--- src/rtl/chain_seq_pkg.sv ---
`timescale 1ns/1ps
package chain_seq_pkg;

    localparam int ADDR_W   = 32;
    localparam int QWC_W    = 16;
    localparam int TAG_W    = 64;
    localparam int QW_SHIFT = 4;   // 16-byte quadword

    typedef enum logic [2:0] {
        TID_REFE = 3'd0,
        TID_CNT  = 3'd1,
        TID_NEXT = 3'd2,
        TID_REF  = 3'd3,
        TID_REFS = 3'd4,
        TID_CALL = 3'd5,
        TID_RET  = 3'd6,
        TID_END  = 3'd7
    } tag_id_e;

    typedef enum logic [2:0] {
        ST_IDLE,
        ST_FETCH,
        ST_DECODE,
        ST_XFER,
        ST_ADVANCE,
        ST_FINISH
    } seq_state_e;

    typedef struct packed {
        logic        irq;
        tag_id_e     id;
        logic [1:0]  prio;
        logic [9:0]  rsvd;
        logic [15:0] qwc;
    } cmd_word_t;

    function automatic logic uses_addr_field(tag_id_e id);
        return (id == TID_REFE) || (id == TID_NEXT) || (id == TID_REF) ||
               (id == TID_REFS) || (id == TID_CALL);
    endfunction

    function automatic logic sources_from_field(tag_id_e id);
        return (id == TID_REFE) || (id == TID_REF) || (id == TID_REFS);
    endfunction

endpackage

--- src/rtl/chain_ret_stack.sv ---
`timescale 1ns/1ps
module chain_ret_stack #(
    parameter int DEPTH = 2,
    parameter int AW    = 32,
    localparam int CW   = $clog2(DEPTH + 1)
) (
    input  logic          clk,
    input  logic          rst_n,
    input  logic          clear_i,
    input  logic          push_i,
    input  logic          pop_i,
    input  logic [AW-1:0] push_data_i,
    output logic [AW-1:0] top_o,
    output logic          empty_o,
    output logic          full_o,
    output logic [CW-1:0] count_o
);

    logic [CW-1:0]             count_q;
    logic [DEPTH-1:0][AW-1:0]  slot_w;

    assign empty_o = (count_q == '0);
    assign full_o  = (count_q == CW'(DEPTH));
    assign count_o = count_q;

    always_ff @(posedge clk or negedge rst_n) begin
        if (!rst_n) begin
            count_q <= '0;
        end else if (clear_i) begin
            count_q <= '0;
        end else if (push_i && !full_o) begin
            count_q <= count_q + 1'b1;
        end else if (pop_i && !empty_o) begin
            count_q <= count_q - 1'b1;
        end
    end

    for (genvar g = 0; g < DEPTH; g++) begin : g_slot
        logic [AW-1:0] slot_q;
        always_ff @(posedge clk or negedge rst_n) begin
            if (!rst_n) begin
                slot_q <= '0;
            end else if (push_i && !full_o && !clear_i && (count_q == CW'(g))) begin
                slot_q <= push_data_i;
            end
        end
        assign slot_w[g] = slot_q;
    end

    always_comb begin
        top_o = '0;
        for (int i = 0; i < DEPTH; i++) begin
            if (count_q == CW'(i + 1)) begin
                top_o = slot_w[i];
            end
        end
    end

endmodule

--- src/rtl/chain_tag_decode.sv ---
`timescale 1ns/1ps
module chain_tag_decode
    import chain_seq_pkg::*;
(
    input  logic [TAG_W-1:0]  tag_i,
    input  logic [ADDR_W-1:0] tag_base_i,
    input  logic              irq_en_i,
    input  logic              stk_empty_i,
    input  logic              stk_full_i,
    input  logic [ADDR_W-1:0] stk_top_i,
    output logic [QWC_W-1:0]  qwc_o,
    output logic [ADDR_W-1:0] xfer_addr_o,
    output logic [ADDR_W-1:0] next_addr_o,
    output logic [ADDR_W-1:0] ret_addr_o,
    output logic              push_o,
    output logic              pop_o,
    output logic              stop_o,
    output logic              irq_o,
    output logic              err_o
);

    cmd_word_t         cmd;
    logic [ADDR_W-1:0] field_addr;
    logic [ADDR_W-1:0] body_addr;
    logic [ADDR_W-1:0] after_addr;
    logic              field_bad;
    logic              unused_cmd_bits;

    assign cmd             = cmd_word_t'(tag_i[31:0]);
    assign field_addr      = tag_i[63:32];
    assign unused_cmd_bits = ^{cmd.prio, cmd.rsvd};

    assign body_addr  = tag_base_i + ADDR_W'(1 << QW_SHIFT);
    assign after_addr = body_addr + (ADDR_W'(cmd.qwc) << QW_SHIFT);
    assign field_bad  = uses_addr_field(cmd.id) && (field_addr[QW_SHIFT-1:0] != '0);

    assign qwc_o       = cmd.qwc;
    assign ret_addr_o  = after_addr;
    assign xfer_addr_o = sources_from_field(cmd.id) ? field_addr : body_addr;
    assign err_o       = field_bad || ((cmd.id == TID_CALL) && stk_full_i);
    assign irq_o       = cmd.irq && irq_en_i;
    assign push_o      = (cmd.id == TID_CALL);
    assign pop_o       = (cmd.id == TID_RET) && !stk_empty_i;

    always_comb begin
        next_addr_o = body_addr;
        stop_o      = 1'b0;
        unique case (cmd.id)
            TID_CNT:            next_addr_o = after_addr;
            TID_NEXT, TID_CALL: next_addr_o = field_addr;
            TID_REF, TID_REFS:  next_addr_o = body_addr;
            TID_RET: begin
                next_addr_o = stk_top_i;
                stop_o      = stk_empty_i;
            end
            TID_REFE, TID_END:  stop_o = 1'b1;
            default:            stop_o = 1'b1;
        endcase
        if (irq_o) begin
            stop_o = 1'b1;
        end
    end

endmodule

--- src/rtl/chain_tag_seq.sv ---
`timescale 1ns/1ps
module chain_tag_seq
    import chain_seq_pkg::*;
#(
    parameter int  STACK_DEPTH = 2,
    localparam int SPW         = $clog2(STACK_DEPTH + 1)
) (
    input  logic              clk,
    input  logic              rst_n,
    input  logic              start_i,
    input  logic [ADDR_W-1:0] chain_addr_i,
    input  logic              tag_irq_en_i,
    output logic              tag_req_o,
    output logic [ADDR_W-1:0] tag_addr_o,
    input  logic              tag_ack_i,
    input  logic [TAG_W-1:0]  tag_data_i,
    output logic              xfer_req_o,
    output logic [ADDR_W-1:0] xfer_addr_o,
    output logic [QWC_W-1:0]  xfer_qwc_o,
    input  logic              xfer_ack_i,
    output logic              done_o,
    output logic              err_o,
    output logic              irq_o,
    output logic [SPW-1:0]    stack_depth_o
);

    seq_state_e        state_q, state_d;

    logic [ADDR_W-1:0] cur_addr_q;
    logic [TAG_W-1:0]  tag_q;
    logic [ADDR_W-1:0] xaddr_q;
    logic [QWC_W-1:0]  xqwc_q;
    logic [ADDR_W-1:0] next_q;
    logic              stop_q;
    logic              irq_q;
    logic              err_q;

    logic [QWC_W-1:0]  dec_qwc;
    logic [ADDR_W-1:0] dec_xaddr;
    logic [ADDR_W-1:0] dec_next;
    logic [ADDR_W-1:0] dec_ret;
    logic              dec_push, dec_pop, dec_stop, dec_irq, dec_err;

    logic              stk_clear, stk_push, stk_pop;
    logic              stk_empty, stk_full;
    logic [ADDR_W-1:0] stk_top;
    logic              start_bad;

    assign start_bad = (chain_addr_i[QW_SHIFT-1:0] != '0);

    chain_tag_decode u_decode (
        .tag_i       (tag_q),
        .tag_base_i  (cur_addr_q),
        .irq_en_i    (tag_irq_en_i),
        .stk_empty_i (stk_empty),
        .stk_full_i  (stk_full),
        .stk_top_i   (stk_top),
        .qwc_o       (dec_qwc),
        .xfer_addr_o (dec_xaddr),
        .next_addr_o (dec_next),
        .ret_addr_o  (dec_ret),
        .push_o      (dec_push),
        .pop_o       (dec_pop),
        .stop_o      (dec_stop),
        .irq_o       (dec_irq),
        .err_o       (dec_err)
    );

    assign stk_clear = (state_q == ST_IDLE) && start_i;
    assign stk_push  = (state_q == ST_DECODE) && dec_push && !dec_err;
    assign stk_pop   = (state_q == ST_DECODE) && dec_pop && !dec_err;

    chain_ret_stack #(
        .DEPTH (STACK_DEPTH),
        .AW    (ADDR_W)
    ) u_stack (
        .clk         (clk),
        .rst_n       (rst_n),
        .clear_i     (stk_clear),
        .push_i      (stk_push),
        .pop_i       (stk_pop),
        .push_data_i (dec_ret),
        .top_o       (stk_top),
        .empty_o     (stk_empty),
        .full_o      (stk_full),
        .count_o     (stack_depth_o)
    );

    // state register
    always_ff @(posedge clk or negedge rst_n) begin
        if (!rst_n) begin
            state_q <= ST_IDLE;
        end else begin
            state_q <= state_d;
        end
    end

    // transitions
    always_comb begin
        state_d = state_q;
        unique case (state_q)
            ST_IDLE:    if (start_i)    state_d = start_bad ? ST_FINISH : ST_FETCH;
            ST_FETCH:   if (tag_ack_i)  state_d = ST_DECODE;
            ST_DECODE: begin
                if (dec_err)              state_d = ST_FINISH;
                else if (dec_qwc != '0)   state_d = ST_XFER;
                else                      state_d = ST_ADVANCE;
            end
            ST_XFER:    if (xfer_ack_i) state_d = ST_ADVANCE;
            ST_ADVANCE:                 state_d = stop_q ? ST_FINISH : ST_FETCH;
            ST_FINISH:                  state_d = ST_IDLE;
            default:                    state_d = ST_IDLE;
        endcase
    end

    // datapath registers
    always_ff @(posedge clk or negedge rst_n) begin
        if (!rst_n) begin
            cur_addr_q <= '0;
            tag_q      <= '0;
            xaddr_q    <= '0;
            xqwc_q     <= '0;
            next_q     <= '0;
            stop_q     <= 1'b0;
            irq_q      <= 1'b0;
            err_q      <= 1'b0;
        end else begin
            unique case (state_q)
                ST_IDLE: begin
                    if (start_i) begin
                        cur_addr_q <= chain_addr_i;
                        err_q      <= start_bad;
                        irq_q      <= 1'b0;
                        stop_q     <= 1'b0;
                    end
                end
                ST_FETCH: begin
                    if (tag_ack_i) begin
                        tag_q <= tag_data_i;
                    end
                end
                ST_DECODE: begin
                    xaddr_q <= dec_xaddr;
                    xqwc_q  <= dec_qwc;
                    next_q  <= dec_next;
                    stop_q  <= dec_stop;
                    irq_q   <= dec_irq && !dec_err;
                    err_q   <= dec_err;
                end
                ST_ADVANCE: begin
                    if (!stop_q) begin
                        cur_addr_q <= next_q;
                    end
                end
                ST_XFER, ST_FINISH: begin
                end
                default: begin
                end
            endcase
        end
    end

    // outputs
    always_comb begin
        tag_req_o   = 1'b0;
        xfer_req_o  = 1'b0;
        done_o      = 1'b0;
        err_o       = 1'b0;
        irq_o       = 1'b0;
        tag_addr_o  = cur_addr_q;
        xfer_addr_o = xaddr_q;
        xfer_qwc_o  = xqwc_q;
        unique case (state_q)
            ST_FETCH:  tag_req_o  = 1'b1;
            ST_XFER:   xfer_req_o = 1'b1;
            ST_FINISH: begin
                done_o = 1'b1;
                err_o  = err_q;
                irq_o  = irq_q;
            end
            ST_IDLE, ST_DECODE, ST_ADVANCE: begin
            end
            default: begin
            end
        endcase
    end

endmodule

--- config.mk ---
export PLATFORM = sky130hd
export DESIGN_NAME = chain_tag_seq
export DESIGN_NICKNAME = d
export VERILOG_FILES = /design/src/rtl/chain_seq_pkg.sv /design/src/rtl/chain_ret_stack.sv /design/src/rtl/chain_tag_decode.sv /design/src/rtl/chain_tag_seq.sv
export SDC_FILE = /design/constraint.sdc
export NUM_CORES = 1
export LEC_CHECK = 0
export BUFFER_PORTS_ARGS = -buffer_cell sky130_fd_sc_hd__buf_2
export CORE_UTILIZATION = 45
export DETAILED_ROUTE_END_ITERATION = 10
export PLACE_DENSITY = 0.67
export SETUP_SLACK_MARGIN = 0.1
export SLEW_MARGIN = 20
export SYNTH_ARGS = -nofsm -noshare
export SYNTH_HDL_FRONTEND = slang
export SYNTH_HIERARCHICAL = 1
export SYNTH_SLANG_ARGS = --single-unit
--- constraint.sdc ---
create_clock -name clk -period 3.98 [get_ports clk]
set_clock_uncertainty 0.15 [all_clocks]
set_input_delay 1.194 -clock clk [delete_from_list [all_inputs] [get_ports clk]]
set_output_delay 1.194 -clock clk [all_outputs]
set_load 0.005 [all_outputs]
==> flow_summary.yaml, run 1 <==
place:
  place.gp.congestion: 0.885
  dp_hpwl_um: 25000
  io_buffers: 176
pwr:
  power_leakage_uw: 0.00714
  ir_worst_vdd_uv: 514
  powerDensity_nw_per_um2: 878
  p_total_uw: 13900
grt:
  grt_util_all_layers: 0.237
  overflow: 0
  grt_pass1_vias: 10000
  grt_pass1_wl_um: 57100
  grt_start_max_net_pins: 91
  antenna_found_initial: 0
cts:
  cts.sinks: 236
  cts-root-buf: "clkbuf_16"
  clkTransAtPathRegs_ns: 0.06
  h-tree-depth: 1
  cts_hold_buf: 0
  clkLatencyLatePin_ns: 0.54
  cts_tree: "yes"
  clockBufferDepth: 3
  cts_made_buffers: 27
timing:
  hold_ws_ns: 0.351
  finalSetupViolations: 0
  worstMarginPinSlew_ns: 0.918
  clock.fmax_mhz: 266
  fin_crit_sh: 0.945
  finalHoldViolCount: 0
  rsz0062_at_grt: "yes"
  slew_viol_final: 0
  fin_crit_ns: 3.76
  maxSlewHeadroom: 0.387
die:
  fp.coreArea_um2: 29000
  ios: 189
  die_h_um: 175
  num_rows: 62
  die_w_um: 175
  die_area_um2: 30500
  initial_utilization: 0.462
synthesis:
  syn-num-nets: 1294
  synth_warnings: 6
  netlist_area_um2: 13400
  syn-mean-instance-area_um2: 11.5
  synth_cells: 1163
worst_setup_path:
  r2r_start: "tag_addr_o[4]"
  reg2regPathDepth: 14
  worstPathRequired_ns: 4.25
  path_max_fanout: 7
  worstSetupPathType: "flip-flop to flip-flop"
  cp-endpoint: "next_q[20]"
  end_kind: "flip-flop"
  worstSetupStartpoint: "tag_addr_o[4]"
  worstSetupStartpointType: "flip-flop"
  cp_data_arrival_time_ns: 4.03
  ff2ff_setup_slack_ns: 0.22
  timing.rr.end: "next_q[20]"
layout:
  fill_cells: 2557
  post-route-util: 0.545
  drive_above_1_share: 0.405
  area_growth_syn_to_layout_pct: 17.9
  nNetsFinal: 1474
  diodes: 0
flow_run:
  cap_violations: 0
route:
  ant_nets: 0
  vias: 10000
  viasPerCell: 5.75
  routedWlPerCell_um: 21.0
  drt_wl_total_um: 36500
  first_iter_violations: 694
  drt_drc_violations_left: 0
  drtPass1Iterations: 5
worst_hold_path:
  hp-class: "flip-flop to flip-flop"
  hold_depth: 1
run_status:
  outcome: "completed"
sequential cells by signal, summed over array words and instances, names as in the netlist:
signal	count
xfer_qwc_o	16
u_stack/count_o	2
u_stack/g_slot.slot_q	64
tag_addr_o	32
irq_q	1
state_q	3
xfer_addr_o	32
next_q	32
stop_q	1
err_q	1
tag_q	52
cells in the final DEF (no fill, tap or decap), types with 35 or more instances in the layout:
cell type    n
a21oi_1     35
buf_2      175
buf_4       60
dfrtp_1    234
mux2_2     154
mux2_4      60
nand2_1     75
nor2_1      53
o21ai_0     56
how the worst min path moves through the flow:
stage	startpoint	to	slack (ns)
final	xfer_addr_o[27]	xfer_addr_o[27]	0.35
after CTS	tag_q[31]	tag_q[31]	0.35
after global routing	tag_q[31]	tag_q[31]	0.36
after global placement	tag_q[31]	tag_q[31]	0.33
after detailed placement	xfer_addr_o[12]	xfer_addr_o[12]	0.34
after floorplan	irq_q	irq_q	0.31
through the flow:
| stage | setup slack (ns) | cell area [µm²] | setup TNS, ns | cells |
|---|---|---|---|---|
| global route | 0.0768 | 15800 | 0 | 1742 |
| finish | 0.217 | 15800 | 0 | 1742 |
| CTS | 0.106 | 15700 | 0 | 1736 |
| global placement | 0.0363 | 14700 | 0 | 1692 |
| floorplan | 0.235 | 13400 | 0 | 1163 |
| detailed placement | -0.00934 | 14700 | -0.00934 | 1692 |
area by class of cell:
cell class,instances,area (µm²),area share
timing repair buffer,244,1490,0.0943
inverter,16,60.1,0.00380
tap,384,480,0.0304
clock buffer,36,759,0.0480
sequential,236,5910,0.373
multi-input combinational,818,7030,0.444
clock inverter,8,96.3,0.00609
critical path, cell delays in order, from the launching register on:
cell      delay [ns]
dfrtp_1         0.43
and3_4          0.26
and3_2          0.25
nand2_1         0.08
xnor2_1         0.29
ha_1            0.31
a21oi_1         0.21
nand2_1         0.09
a2111o_1        0.38
o21ai_1         0.30
nand2_2         0.20
nor2_1          0.14
nor2_1          0.05
o22a_1          0.25
mux2_2          0.28
power breakdown:
part / internal (µW) / leakage (µW) / switching [µW] / total [µW]
Combinational: 3380 / 0.00372 / 3730 / 7110
Clock: 1450 / 0.000422 / 989 / 2440
Sequential: 3380 / 0.00300 / 963 / 4340
Total: 8210 / 0.00714 / 5680 / 13900
per-layer routing:
layer,vias to the layer above,GRT usage,wire length (µm),share of wire
met5,-,0,0,0
met4,0,0.0699,977,0.027
met3,60,0.0372,2430,0.067
met2,363,0.375,16600,0.46
met1,5001,0.334,16500,0.45
li1,4600,-,-,-
what timing repair did:
item                       4_1_cts  5_1_grt
setup endpoints to repair       17       19
setup buffers                    0        6
gates resized for setup         16       20
pin swaps                        0        5
Note: power is estimated with default switching activity, not from simulation.
==> run 2, diff against run 1 <==
- clock period: 3.98 -> 3.2 ns (I/O delays scaled with it)
==> run 2 against run 1 <==
Against the previous run:
- the flow now finishes with violations (negative setup slack)
- hold slack worse by 0.23 ns
- cell area is 13% higher
- cell count is 8.0% higher
- fmax is 1.2% higher
==> flow_summary.yaml, run 2 (synthesis results as in run 1) <==
die:
  ios: 189
  die_w_um: 175
  num_rows: 62
  fp.coreArea_um2: 29000
  die_area_um2: 30500
  initial_utilization: 0.462
  die_h_um: 175
run_status:
  violations: "negative setup slack"
  outcome: "complete, but fails checks"
route:
  wl_met1_um: 17100
  viasPerCell: 5.67
  top_layer_used: "met4"
  drt_wl_total_um: 39100
  drtPass1Iterations: 8
  routedWlPerCell_um: 20.8
  ant_nets: 0
  vias: 10700
  drt_drc_violations_left: 0
  wl_met3_um: 1760
  wl_met2_um: 19000
  first_iter_violations: 790
timing:
  fin_crit_ns: 3.72
  final.setup.worst_slack_ns: -0.520
  slew_viol_final: 0
  hold_ws_ns: 0.125
  rsz0062_at_grt: "yes"
  clock.fmax_mhz: 269
  finalSetupViolations: 56
  maxSlewHeadroom: 0.419
  worstMarginPinSlew_ns: 0.865
  finalHoldViolCount: 0
  finalSetupTns_ns: -17.02
  fin_crit_sh: 1.16
grt:
  grt_pass1_wl_um: 60600
  grt_util_all_layers: 0.250
  antenna_found_initial: 0
  overflow: 0
  grt_start_max_net_pins: 77
  grt_pass1_vias: 10900
place:
  placedInstanceArea_um2: 15700
  place.gp.congestion: 0.881
  pre_cts_ws_ns: -0.556
  io_buffers: 176
  dp_hpwl_um: 26400
cts:
  cts_hold_buf: 0
  cts.sinks: 236
  cts_tree: "yes"
  cts_made_buffers: 28
  h-tree-depth: 1
  cts-root-buf: "clkbuf_16"
  clkLatencyLatePin_ns: 0.54
  clkTransAtPathRegs_ns: 0.06
  clockBufferDepth: 3
worst_setup_path:
  worstSetupStartpointType: "flip-flop"
  cp_data_arrival_time_ns: 4.00
  worstPathRequired_ns: 3.48
  worstSetupPathType: "flip-flop to flip-flop"
  path_max_fanout: 7
  end_kind: "flip-flop"
layout:
  final_common_cell: "dfrtp_1"
  largest_registers: "u_stack/g_slot.slot_q (64), tag_q (52)"
  diodes: 0
  fill_cells: 2309
  postLayoutCellArea_um2: 17800
  largest_reg_flops: 64
  final_cell_mix: "dfrtp_1, buf_2, buf_4"
  nNetsFinal: 1607
  regMostFlops: "u_stack/g_slot.slot_q"
  area_growth_syn_to_layout_pct: 33.0
  drive_above_1_share: 0.512
pwr:
  p_total_uw: 20600
  power_leakage_uw: 0.00812
  ir_worst_vdd_uv: 666
  powerDensity_nw_per_um2: 1150
worst_hold_path:
  hp-class: "input pin to async pin"
flow_run:
  cap_violations: 0
[run 2: per-stage QoR]
step | utilization | std cells
finish | 0.615 | 1881
global route | 0.615 | 1881
CTS | 0.603 | 1870
detailed placement | 0.540 | 1789
global placement | 0.540 | 1789
floorplan | - | 1163
[run 2: final cells by class]
type | count | area, µm² | share of cell area
inverters | 16 | 60.1 | 0.00337
multi-input cells | 818 | 7800 | 0.437
repair buffers | 376 | 2630 | 0.147
flip-flops and latches | 236 | 5910 | 0.331
clock buffers | 41 | 851 | 0.0477
clock inverters | 10 | 114 | 0.00638
well taps | 384 | 480 | 0.0269
[run 2: path summary, 6_finish.rpt]
kind / start / end / slack, ns / depth (start not counted)
setup / recovery: tag_addr_o[4] / u_stack/g_slot[0].slot_q[20] / -0.52 / 18
hold / removal: rst_n / next_q[3] / 0.12 / 1
setup reg to reg: tag_addr_o[4] / u_stack/g_slot[0].slot_q[20] / -0.52 / 18
hold reg to reg: xfer_addr_o[3] / xfer_addr_o[3] / 0.35 / 1
max in group asynchronous: rst_n / u_stack/g_slot[1].slot_q[24] / 2.09 / 2
min in group clk: xfer_addr_o[3] / xfer_addr_o[3] / 0.35 / 1
[run 2: metal layers]
layer | global-route usage | vias up
met5 | 0 | -
met4 | 0.0812 | 0
met3 | 0.0355 | 70
met2 | 0.420 | 331
met1 | 0.332 | 5381
li1 | - | 4878
[run 2: where the power goes]
group	total (µW)	internal (µW)	switching, µW
logic	11900	6150	5750
registers	5350	4200	1150
clock network	3300	2000	1300
total	20600	12400	8200
[run 2: what timing repair did]
action / CTS / global route
endpoints found under the setup margin: 65 / 85
resized for setup: 106 / 56
gates cloned: 0 / 0
buffers inserted: 34 / 17
pin swaps: 47 / 35
[run 2: worst max-delay path: stages, from the launching register on]
cell and delay [ns]:
dfrtp_1 0.38, buf_6 0.12, ha_4 0.15, nand3_4 0.12, nor2_4 0.17, buf_6 0.13, nand2_4 0.07, xnor2_4 0.19
ha_2 0.21, buf_4 0.15, a21oi_4 0.14, nand2_2 0.07, a2111o_1 0.41, o21ai_4 0.23, nand2_4 0.14, buf_4 0.17
buf_6 0.10, xor2_1 0.17, mux2_4 0.32
==> run 3, diff against run 2 <==
- CORE_MARGIN: default -> 1.5
==> run 3 against run 2 <==
Against the previous run:
- the run still ends with negative setup slack left
- non-clock buffer count decreased by 15
- critical path depth shrank 5
- register-to-register slack gained 0.11 ns
- fmax up 3.2%
- clock power is 2% lower
- first-iteration DRC count down 31%
- sequential power increased by 0.7%
- critical endpoint is now next_q[23]
==> flow_summary.yaml, run 3 (synthesis results as in run 1) <==
grt:
  grt_start_max_net_pins: 88
  antenna_found_initial: 0
  grt_util_all_layers: 0.245
  overflow: 0
  grt_pass1_vias: 10600
  grt_pass1_wl_um: 59200
layout:
  diodes: 0
  fill_cells: 2387
  regMostFlops: "u_stack/g_slot.slot_q"
  postLayoutCellArea_um2: 17500
  nNetsFinal: 1591
  post-route-util: 0.593
  largest_reg_flops: 64
  seq_area_um2: 5910
  largest_registers: "u_stack/g_slot.slot_q (64), tag_q (52)"
  final_common_cell: "dfrtp_1"
  multi_input_area_um2: 7640
  final_cell_mix: "dfrtp_1, buf_2, buf_4"
  area_growth_syn_to_layout_pct: 30.3
  drive_above_1_share: 0.503
timing:
  worstMarginPinSlew_ns: 0.658
  slew_viol_final: 0
  clock.fmax_mhz: 277
  fin_crit_ns: 3.61
  maxSlewHeadroom: 0.561
  finalHoldViolCount: 0
  finalSetupViolations: 53
  rsz0062_at_grt: "yes"
  fin_crit_sh: 1.13
  final.setup.worst_slack_ns: -0.406
run_status:
  outcome: "complete, but fails checks"
  violations: "negative setup slack"
pwr:
  ir_worst_vdd_uv: 586
  pwr-share-comb: 0.563
  seqPwrFrac: 0.272
  p_int_uw: 11900
  power_leakage_uw: 0.00796
  clkPwrFrac: 0.164
  powerDensity_nw_per_um2: 1130
  switching_share: 0.399
  power.switching_uw: 7900
cts:
  cts.sinks: 236
  cts-root-buf: "clkbuf_16"
  clkTransAtPathRegs_ns: 0.06
  h-tree-depth: 1
  cts_tree: "yes"
  cts_made_buffers: 27
  clockBufferDepth: 3
  clkLatencyLatePin_ns: 0.54
place:
  dp_hpwl_um: 26000
  placedInstanceArea_um2: 15600
  io_buffers: 176
  pre_cts_ws_ns: -0.477
  place.gp.congestion: 0.879
worst_setup_path:
  path_max_fanout: 4
  critPathTopFamily: "compound AO/OA/AOI/OAI gates"
  r2r_start: "tag_addr_o[5]"
  crit_cells: 13
  cpMostUsedCell: "ha_4"
  worstPathCellList: "ha_4, buf_4, nand3_2, xnor2_2, ha_4, nor2b_1, a311o_2, a31o_2, a211o_1, and2_4, a222oi_1, o2bb2ai_1, mux2_2"
  end_kind: "flip-flop"
  cp_slowest_stage_delay_ns: 0.42
  cp_data_arrival_time_ns: 3.88
  worstSetupPathType: "flip-flop to flip-flop"
  worstPathRequired_ns: 3.47
  cp_slowest_cell: "dfrtp_1"
  worstSetupStartpoint: "tag_addr_o[5]"
  reg2regPathDepth: 13
  worstSetupStartpointType: "flip-flop"
  worst-path-buf-inv: 1
die:
  num_rows: 63
  fp.coreArea_um2: 29500
  ios: 189
  die_w_um: 176
  die_h_um: 176
  die_area_um2: 30900
  initial_utilization: 0.455
flow_run:
  cap_violations: 0
route:
  routedWlPerCell_um: 20.5
  drt_wl_total_um: 38300
  vias: 10400
  drt_drc_violations_left: 0
  first_iter_violations: 549
  drtPass1Iterations: 8
  viasPerCell: 5.56
  ant_nets: 0
worst_hold_path:
  hp-class: "input pin to async pin"
==> run 3: cell count changes in the layout (fill, tap and decap cells not counted), sizes merged <==
cell | previous run | this run
buf | 376 | 361
bufinv | 2 | 3
clkbuf | 41 | 37
clkinv | 5 | 6
==> run 3: worst paths after layout <==
kind | end | slack, ns
hold reg to reg | xfer_addr_o[0] | 0.35
setup / recovery | next_q[23] | -0.41
hold / removal | err_q | 0.20
min in group clk | xfer_addr_o[0] | 0.35
setup reg to reg | next_q[23] | -0.41
max in group asynchronous | u_stack/g_slot[0].slot_q[13] | 2.00
==> run 3: repair_timing <==
action                                  4_1_cts  5_1_grt
hold buffers                                  0        0
setup buffers                                12       21
resized for setup                            46       76
endpoints found under the setup margin       61       86
pin swaps                                    27       49
==> run 3: layout make-up <==
cell class / count / area share
flip-flops and latches: 236 / 0.338
well taps: 390 / 0.0279
inverters: 16 / 0.00344
repair buffers: 361 / 0.140
clock inverters: 12 / 0.00859
multi-input cells: 818 / 0.437
clock buffers: 37 / 0.0454
==> run 3: stage by stage <==
stage | instances | power (µW) | TNS (ns) | hold slack [ns]
3_3_place_gp | 1789 | 14800 | -13.72 | 0.332
6_report | 1870 | 19800 | -11.34 | 0.196
5_1_grt | 1870 | 21000 | -17.03 | 0.202
4_1_cts | 1850 | 19000 | -10.68 | 0.193
2_1_floorplan | 1163 | 11300 | -6.14 | 0.308
3_5_place_dp | 1789 | 15100 | -14.97 | 0.341
==> run 3: routing by layer <==
layer  share of wire  GRT usage
met1            0.44      0.331
met2            0.48      0.400
met3           0.052     0.0338
met4           0.032     0.0894
met5               0          0
==> run 3: power groups by stage <==
stage	sequential (µW)	clock (µW)	combinational (µW)
floorplan	5030	0	6320
global placement	5310	0	9510
detailed placement	5370	0	9740
CTS	5350	3320	10300
global route	5560	3430	12000
finish	5390	3250	11100
